`config.mk`:
```
export PLATFORM = sky130hd
export DESIGN_NAME = packed_word_mul
export DESIGN_NICKNAME = d
export VERILOG_FILES = /design/src/rtl/pmul_pkg.sv /design/src/rtl/pmul_lane_mult.sv /design/src/rtl/pmul_stage1.sv /design/src/rtl/pmul_format.sv /design/src/rtl/packed_word_mul.sv
export SDC_FILE = /design/constraint.sdc
export NUM_CORES = 2
export LEC_CHECK = 0
export CAP_MARGIN = 20
export CORE_AREA = 2 2 303 305
export DETAILED_ROUTE_END_ITERATION = 12
export DIE_AREA = 0 0 305 307
export PLACE_DENSITY = 0.81
export SETUP_SLACK_MARGIN = 0.02
export SYNTH_ARGS = -nofsm -noshare
export SYNTH_HDL_FRONTEND = slang
export SYNTH_SLANG_ARGS = --single-unit
export TNS_END_PERCENT = 20
```
`constraint.sdc`:
```
create_clock -name clk -period 2.9 [get_ports clk]
set_input_delay 0.58 -clock clk [delete_from_list [all_inputs] [get_ports clk]]
set_output_delay 0.58 -clock clk [all_outputs]
set_load 0.03 [all_outputs]
```
`src/rtl/pmul_pkg.sv`:
```
package pmul_pkg;

    typedef enum logic [1:0] {
        OP_LOW  = 2'b00,
        OP_HIGH = 2'b01,
        OP_MADD = 2'b10,
        OP_NONE = 2'b11
    } pmul_op_e;

endpackage

```
`src/rtl/pmul_lane_mult.sv`:
```
module pmul_lane_mult #(
    parameter int LANE_W = 16
) (
    input  logic [LANE_W-1:0]   lane_a,
    input  logic [LANE_W-1:0]   lane_b,
    output logic [2*LANE_W-1:0] lane_prod
);
    localparam int PROD_W = 2 * LANE_W;

    logic signed [PROD_W-1:0] ext_a;
    logic signed [PROD_W-1:0] ext_b;

    always_comb begin
        ext_a     = {{LANE_W{lane_a[LANE_W-1]}}, lane_a};
        ext_b     = {{LANE_W{lane_b[LANE_W-1]}}, lane_b};
        lane_prod = ext_a * ext_b;
    end
endmodule

```
`src/rtl/pmul_stage1.sv`:
```
module pmul_stage1
    import pmul_pkg::*;
#(
    parameter int LANE_W = 16,
    parameter int LANES  = 4
) (
    input  logic                         clk,
    input  logic                         rst_n,
    input  logic                         issue_valid,
    input  pmul_op_e                     issue_op,
    input  logic [LANES*LANE_W-1:0]      opnd_a,
    input  logic [LANES*LANE_W-1:0]      opnd_b,
    output logic                         s1_valid,
    output pmul_op_e                     s1_op,
    output logic [LANES*2*LANE_W-1:0]    s1_prod
);
    localparam int PROD_W = 2 * LANE_W;

    logic [LANES*PROD_W-1:0] prod_comb;

    for (genvar i = 0; i < LANES; i++) begin : g_lane
        pmul_lane_mult #(.LANE_W(LANE_W)) u_mult (
            .lane_a    (opnd_a[i*LANE_W +: LANE_W]),
            .lane_b    (opnd_b[i*LANE_W +: LANE_W]),
            .lane_prod (prod_comb[i*PROD_W +: PROD_W])
        );
    end

    always_ff @(posedge clk or negedge rst_n) begin
        if (!rst_n) begin
            s1_valid <= 1'b0;
            s1_op    <= OP_NONE;
            s1_prod  <= '0;
        end else begin
            s1_valid <= issue_valid;
            if (issue_valid) begin
                s1_op   <= issue_op;
                s1_prod <= prod_comb;
            end
        end
    end
endmodule

```
`src/rtl/pmul_format.sv`:
```
module pmul_format
    import pmul_pkg::*;
#(
    parameter int LANE_W = 16,
    parameter int LANES  = 4
) (
    input  pmul_op_e                  fmt_op,
    input  logic [LANES*2*LANE_W-1:0] fmt_prod,
    output logic [LANES*LANE_W-1:0]   fmt_result
);
    localparam int PROD_W = 2 * LANE_W;
    localparam int PAIRS  = LANES / 2;
    localparam int DATA_W = LANES * LANE_W;

    logic [DATA_W-1:0] low_word;
    logic [DATA_W-1:0] high_word;
    logic [DATA_W-1:0] pair_word;

    for (genvar i = 0; i < LANES; i++) begin : g_half
        assign low_word[i*LANE_W +: LANE_W]  = fmt_prod[i*PROD_W +: LANE_W];
        assign high_word[i*LANE_W +: LANE_W] = fmt_prod[i*PROD_W + LANE_W +: LANE_W];
    end

    for (genvar j = 0; j < PAIRS; j++) begin : g_pair
        assign pair_word[j*PROD_W +: PROD_W] =
            fmt_prod[(2*j)*PROD_W +: PROD_W] + fmt_prod[(2*j+1)*PROD_W +: PROD_W];
    end

    always_comb begin
        unique case (fmt_op)
            OP_LOW:  fmt_result = low_word;
            OP_HIGH: fmt_result = high_word;
            OP_MADD: fmt_result = pair_word;
            default: fmt_result = '0;
        endcase
    end
endmodule

```
`src/rtl/packed_word_mul.sv`:
```
module packed_word_mul
    import pmul_pkg::*;
#(
    parameter int LANE_W = 16,
    parameter int LANES  = 4
) (
    input  logic                      clk,
    input  logic                      rst_n,
    input  logic                      in_valid,
    input  logic [1:0]                in_op,
    input  logic [LANES*LANE_W-1:0]   in_a,
    input  logic [LANES*LANE_W-1:0]   in_b,
    output logic                      out_valid,
    output logic [LANES*LANE_W-1:0]   out_result
);
    localparam int PROD_W = 2 * LANE_W;
    localparam int DATA_W = LANES * LANE_W;

    logic                    s1_valid;
    pmul_op_e                s1_op;
    logic [LANES*PROD_W-1:0] s1_prod;
    logic [DATA_W-1:0]       fmt_result;

    pmul_stage1 #(.LANE_W(LANE_W), .LANES(LANES)) u_stage1 (
        .clk         (clk),
        .rst_n       (rst_n),
        .issue_valid (in_valid),
        .issue_op    (pmul_op_e'(in_op)),
        .opnd_a      (in_a),
        .opnd_b      (in_b),
        .s1_valid    (s1_valid),
        .s1_op       (s1_op),
        .s1_prod     (s1_prod)
    );

    pmul_format #(.LANE_W(LANE_W), .LANES(LANES)) u_format (
        .fmt_op     (s1_op),
        .fmt_prod   (s1_prod),
        .fmt_result (fmt_result)
    );

    always_ff @(posedge clk or negedge rst_n) begin
        if (!rst_n) begin
            out_valid  <= 1'b0;
            out_result <= '0;
        end else begin
            out_valid <= s1_valid;
            if (s1_valid) begin
                out_result <= fmt_result;
            end
        end
    end

    // output strobe follows the first-stage strobe by one cycle
    a_r2_valid_follows: assert property (@(posedge clk) disable iff (!rst_n)
        out_valid == $past(s1_valid));

    // low-half lane 0 equals the low bits of the registered product
    a_r4_low_lane0: assert property (@(posedge clk) disable iff (!rst_n)
        (out_valid && $past(s1_op) == OP_LOW) |->
        out_result[LANE_W-1:0] == $past(s1_prod[LANE_W-1:0]));

    // high-half top lane equals the upper bits of the last product
    a_r5_high_top: assert property (@(posedge clk) disable iff (!rst_n)
        (out_valid && $past(s1_op) == OP_HIGH) |->
        out_result[DATA_W-1 -: LANE_W] == $past(s1_prod[LANES*PROD_W-1 -: LANE_W]));

    // multiply-add doubleword 0 is the wrapped sum of products 0 and 1
    a_r6_madd_dw0: assert property (@(posedge clk) disable iff (!rst_n)
        (out_valid && $past(s1_op) == OP_MADD) |->
        out_result[PROD_W-1:0] ==
        PROD_W'($past(s1_prod[PROD_W-1:0]) + $past(s1_prod[2*PROD_W-1:PROD_W])));

    // reserved code yields zero
    a_r8_none_zero: assert property (@(posedge clk) disable iff (!rst_n)
        (out_valid && $past(s1_op) == OP_NONE) |-> out_result == '0);

    // result held when nothing arrives
    a_r9_hold: assert property (@(posedge clk) disable iff (!rst_n)
        !$past(s1_valid) |-> $stable(out_result));
endmodule

```
-- Yosys cells after proc, flatten, opt, wreduce, memory -nomap -nowiden
Index checks and enable logic that the tools add are counted.
- multiplexer cells: 1
- equal/unequal tests: 2
- reductions and logical operators: 1
- add/subtract/negate cells: 2
- $mul: 4
- operators by type and width (kind ; count):
    one-hot mux 64 bit (3 select lines) ; 1
    multiplier 16 x 16 -> 32 bit ; 4
    adder 32 bit ; 2
    == test 2 x 1 -> 1 bit (second input constant) ; 1
    == test 2 bit (second input constant) ; 1
    logical NOT 2 bit ; 1
- bits of input ports: 133
- output and inout bits: 65
- word-level logic and storage cells: 15
- register bits: 196

-- Logic depth before layout (Yosys ltp)
- depth after elaboration: 2
- depth in mapped cells: 25
- gate-level depth less buffers: 24

-- Cells and area by module
From an unflattened synthesis, not the netlist that was laid out.
- cells, all modules: 5468
- area total of the unflattened synthesis: 51971.1 um2
- by module, submodules not included (module ; area each (um2) ; seq. area each (um2) ; instances ; cells an instance):
    pmul_lane_mult at u_stage1.g_lane[0].u_mult ... ; 9963.3 ; 0.0 ; 3 ; 1106
    pmul_lane_mult at u_stage1.g_lane[3].u_mult ; 9851.9 ; 0.0 ; 1 ; 1080
    pmul_stage1 ; 4879.7 ; 3280.6 ; 1 ; 275
    pmul_format ; 4645.7 ; 0.0 ; 1 ; 659
    packed_word_mul ; 2703.8 ; 1626.6 ; 1 ; 136

-- Worst setup path before layout
OpenSTA, ideal clock, no wires.
- path kind: in2reg
- start point: in in_a[31]
- end point: reg u_stage1.s1_prod[62]
- stages on the path: 25
- data required time: 2.775 ns
- library setup time: 0.125 ns
- slack: -3.611 ns
- path buffers: 2
- arrival time: 6.386 ns
- cell sequence: clkbuf_1 -> nand2_1 -> inv_1 -> fa_1 -> fa_1 -> inv_1 -> fa_1 -> inv_1 -> fa_1 -> fa_1 -> inv_1 -> fa_1 -> inv_1 -> ha_1 -> buf_6 -> and2_4 -> a311o_1 -> a21oi_1 -> o21ai_1 -> a31oi_1 -> o21ai_1 -> a31o_1 -> o41a_1 -> xor2_1 -> mux2_4
- longest elaborated chain between the ends: 1
- ends and longest elaborated chain (what ; RTL line ; source):
    start, declared ; packed_word_mul.sv:11 ; input logic [LANES*LANE_W-1:0] in_a,
    multiplier 16 x 16 -> 32 bit ; pmul_lane_mult.sv:16 ; lane_prod = ext_a * ext_b;
    end signal, assigned ; pmul_stage1.sv:38 ; s1_prod <= prod_comb;
    end, declared ; pmul_stage1.sv:15 ; output logic [LANES*2*LANE_W-1:0] s1_prod
Every way passes these cells.
A chain may end at the register's enable or synchronous reset.

-- Worst setup path after layout
- start point: in in_a[5]
- end point: reg u_stage1.s1_prod[31]
The elaborated chain is that of the path after synthesis.

==> impl_metrics.py <==
metrics = {
    "worst_setup_path": {
        "critPathCaptureType": "flip-flop",
        "timing.critical_path.from": "in_a[5]",
        "required_ns": 3.24,
        "crit_slowest_cell": "sky130_fd_sc_hd__fa_2",
        "slowest_delay_ns": 0.69,
        "path_depth": 24,
        "r2r_cells": 12,
        "critical_path.cell_chain": "clkbuf_2 > buf_6 > and2_4 > fa_1 > inv_2 > fa_2 > inv_2 > fa_1 > fa_1 > fa_1 > inv_2 > fa_2 > inv_2 > ha_4 > a21o_1 > a21oi_2 > and3b_1 > a21oi_2 > o21ai_2 > nand2b_4 > o31a_1 > a31oi_2 > xnor2_1 > a21oi_1",
        "r2r-start": "u_stage1.s1_prod[32]",
        "timing.critical_path.from_type": "input port",
        "worst_path_dominant_cell_family": "adder cells",
        "critical_path.endpoint": "u_stage1.s1_prod[31]",
        "reg2reg_setup_slack_ns": -0.38,
        "crit_path_max_fanout": 4,
        "worst-path-buf-inv": 6,
        "critical_path_arrival_ns": 6.53,
        "critical_path.reg2reg.endpoint": "out_result[30]",
        "timing.setup.critical_path_class": "input port to flip-flop",
    },
    "layout": {
        "most_frequent_cells_in_the_layout": "1,072 x sky130_fd_sc_hd__inv_1, 944 x sky130_fd_sc_hd__fa_1, 784 x sky130_fd_sc_hd__buf_4",
        "layout_commonest_cell": "sky130_fd_sc_hd__inv_1",
        "net_total_in_the_final_layout": 7969,
        "areaGrowthSynthToFinish_pct": 28.1,
        "post_route_cells_drive_above_1_share_pct": 28.6,
        "post_route_cell_area_sq_um": 64500,
    },
    "floorplan": {
        "die_h_um": 307,
        "placement_rows": 111,
        "io_pins": 198,
        "start_util_pct": 55.5,
        "core_area_sq_um": 90700,
        "die-area_sq_um": 93600,
        "floorplan.die.width_um": 305,
    },
    "synth": {
        "synth_edf_count": 0,
        "synth-main-ff-cell": "sky130_fd_sc_hd__dfrtp_1",
        "area_of_the_mapped_netlist_sq_um": 50300,
        "yosys_register_bits": 196,
        "postSynthCellCount": 5405,
        "yosys_warnings": 0,
        "netlist-cell-type-count": 88,
        "avgSynthCellArea_sq_um": 9.31,
        "synthArstFlopShare_pct": 100,
        "synth.net_count": 6978,
        "ys_seq_area_share_pct": 9.75,
    },
    "run_status": {
        "run_status": "complete, but fails checks",
        "violated_checks": "negative setup slack",
    },
    "sta": {
        "max_clock_freq_ghz": 0.161,
        "whs_ns": 0.0295,
        "slew_viols_final": 0,
        "finClkSkew_ns": 0.0118,
        "setup_viol_count_final": 129,
        "final_critical_path_setup_slack_ns": -3.30,
        "slew_headroom_pct": 30.0,
        "share_of_the_cycle_needed_by_the_critical_path_after_routing_pct": 214,
        "final.setup.tns_ns": -273.81,
        "hold_viol_final": 0,
        "timing.final.crit_period_ns": 6.20,
        "worst_slew_pin_slew_ns": 1.05,
        "grt_setup_unrepaired": "yes",
    },
    "grt": {
        "grt_antenna_before_repair": 3,
        "globalRoute.totalOverflow": 0,
        "grt_first_pass_wirelength_mm": 234,
        "pin_count_of_the_biggest_net_entering_global_routing": 106,
        "grt_pass1_vias": 46600,
        "gr-usage-all-layers_pct": 31.2,
    },
    "placement": {
        "post_placement_worst_setup_slack_ns": -4.05,
        "gpl.final_weighted_congestion": 0.926,
        "hpwl_mm": 109,
        "placement.io_buffers": 197,
        "detailed_place.area_sq_um": 59600,
    },
    "routing": {
        "avgRoutedWirePerCell_um": 20.2,
        "final_antenna_net_count": 0,
        "via_count": 42900,
        "routed_wl_mm": 154,
        "drc_errors": 0,
        "drt_iter0_drc": 3454,
        "detailedRoute.firstPassIterationCount": 8,
        "detail_route.vias_per_cell": 5.65,
    },
    "clock_tree": {
        "ctsLongestPathBuffers": 2,
        "ctsRootBufferMaster": "sky130_fd_sc_hd__clkbuf_16",
        "clk_pin_slew_ns": 0.08,
        "cts_made_buffers": 17,
        "clock_tree.htree_level_count": 4,
        "clock_latency_ns": 0.47,
        "tritoncts": "done",
        "cts_sinks": 196,
    },
    "min_path": {
        "hold_class": "input port to async pin",
    },
    "flow_run": {
        "drv.max_cap_violation_count": 0,
    },
}
layout make-up:
cell class                      instances  area (sq um)
Timing Repair Buffer                 1161         10100
Tap cell                             1186          1480
Sequential cell                       196          4910
Clock inverter                         14           180
Clock buffer                           18           439
Multi-Input combinational cell       3842         42900
Fill cell                            5850         26200
Inverter                             1178          4430
Antenna cell                            1          2.50
cell usage after synthesis, types with 6 or more instances:
cell | instances | area, sq um
sky130_fd_sc_hd__a21o_1 | 67 | 503
sky130_fd_sc_hd__a22oi_1 | 6 | 45.0
sky130_fd_sc_hd__and2_1 | 499 | 3120
sky130_fd_sc_hd__o2111ai_1 | 8 | 70.1
sky130_fd_sc_hd__nor2_1 | 208 | 781
sky130_fd_sc_hd__nand4_1 | 12 | 75.1
sky130_fd_sc_hd__nand3b_1 | 8 | 60.1
sky130_fd_sc_hd__xnor2_1 | 143 | 1250
sky130_fd_sc_hd__o21a_1 | 18 | 135
sky130_fd_sc_hd__a31oi_1 | 24 | 150
sky130_fd_sc_hd__dfrtp_1 | 194 | 4850
sky130_fd_sc_hd__xor2_1 | 51 | 447
sky130_fd_sc_hd__a211oi_1 | 16 | 120
sky130_fd_sc_hd__mux2_2 | 100 | 1130
sky130_fd_sc_hd__nand3_1 | 41 | 205
sky130_fd_sc_hd__nand2_1 | 553 | 2080
sky130_fd_sc_hd__inv_1 | 1176 | 4410
sky130_fd_sc_hd__mux2i_1 | 48 | 480
sky130_fd_sc_hd__o21ai_0 | 91 | 455
sky130_fd_sc_hd__ha_1 | 390 | 4880
sky130_fd_sc_hd__o31ai_1 | 9 | 67.6
sky130_fd_sc_hd__a31o_2 | 6 | 52.6
sky130_fd_sc_hd__or2_2 | 6 | 37.5
sky130_fd_sc_hd__o221ai_1 | 9 | 78.8
sky130_fd_sc_hd__nor3_1 | 23 | 115
sky130_fd_sc_hd__nand2b_1 | 44 | 275
sky130_fd_sc_hd__a311o_1 | 6 | 60.1
sky130_fd_sc_hd__a21oi_1 | 227 | 1140
sky130_fd_sc_hd__o21bai_1 | 29 | 218
sky130_fd_sc_hd__o21ai_1 | 18 | 90.1
sky130_fd_sc_hd__o211ai_1 | 17 | 128
sky130_fd_sc_hd__o31a_1 | 7 | 61.3
sky130_fd_sc_hd__fa_1 | 1050 | 21000
sky130_fd_sc_hd__nor2b_1 | 19 | 119
sky130_fd_sc_hd__clkbuf_1 | 178 | 668
sky130_fd_sc_hd__and3_1 | 11 | 68.8
sky130_fd_sc_hd__or3_1 | 8 | 50.1
stage by stage:
stage / util, % / cells
after floorplan: - / 5405
after detailed placement: 65.7 / 7363
after CTS: 69.4 / 7552
after global routing: 71.1 / 7596
final: 71.1 / 7596
after global placement: 65.7 / 7363
repair_timing:
| item | in CTS | in global routing |
|---|---|---|
| gates resized for setup | 893 | 422 |
| pin swaps | 384 | 262 |
| hold buffers | 0 | 0 |
| endpoints found under the setup margin | 142 | 154 |
| cloned | 16 | 0 |
| setup buffers | 144 | 56 |
flip-flops by register name (all words and copies together), names as in the netlist:
name	count
out_result	64
out_valid	1
u_stage1.s1_op	2
u_stage1.s1_prod	128
u_stage1.s1_valid	1
layer usage:
layer,routed length [um],track usage (%),up-vias
met5,12,0,-
met4,9910,14.8,2
met3,12200,5.21,825
met2,76200,54.4,2218
met1,55300,37.7,21400
li1,-,-,18500
cells by family (layout without fill, tap and decap cells):
logic type	Yosys count	in the layout	synth area share, %
flip-flops	196	196	9.75
buffers and inverters	1367	2371	10.4
XOR/XNOR	194	194	3.38
AND/OR/NAND/NOR	1451	1451	14.2
adder cells (fa/ha/maj)	1440	1440	51.4
other	0	1	0
multiplexers	149	149	3.22
AO/OA/AOI/OAI	608	608	7.63
worst min path at each step:
stage                                end  cells after the start  slack, ns           start
after global placement    out_result[54]                      1       0.46  out_result[54]
after CTS                      out_valid                      1       0.03           rst_n
after global routing      out_result[38]                      1       0.05           rst_n
after detailed placement  out_result[54]                      1       0.49  out_result[54]
final                          out_valid                      1       0.03           rst_n
after floorplan            out_result[0]                      0       0.28           rst_n
worst register-to-register path, delay by kind of cell (launching register included):
family	cells	cell delay, ns
simple gates	3	0.72
fa+ha+maj	2	0.60
xor+xnor	1	0.20
flops	1	0.42
compound gates	6	1.18
Power is not shown: default switching activity piles up to over one toggle a cycle in this logic, so the estimate is an artifact.
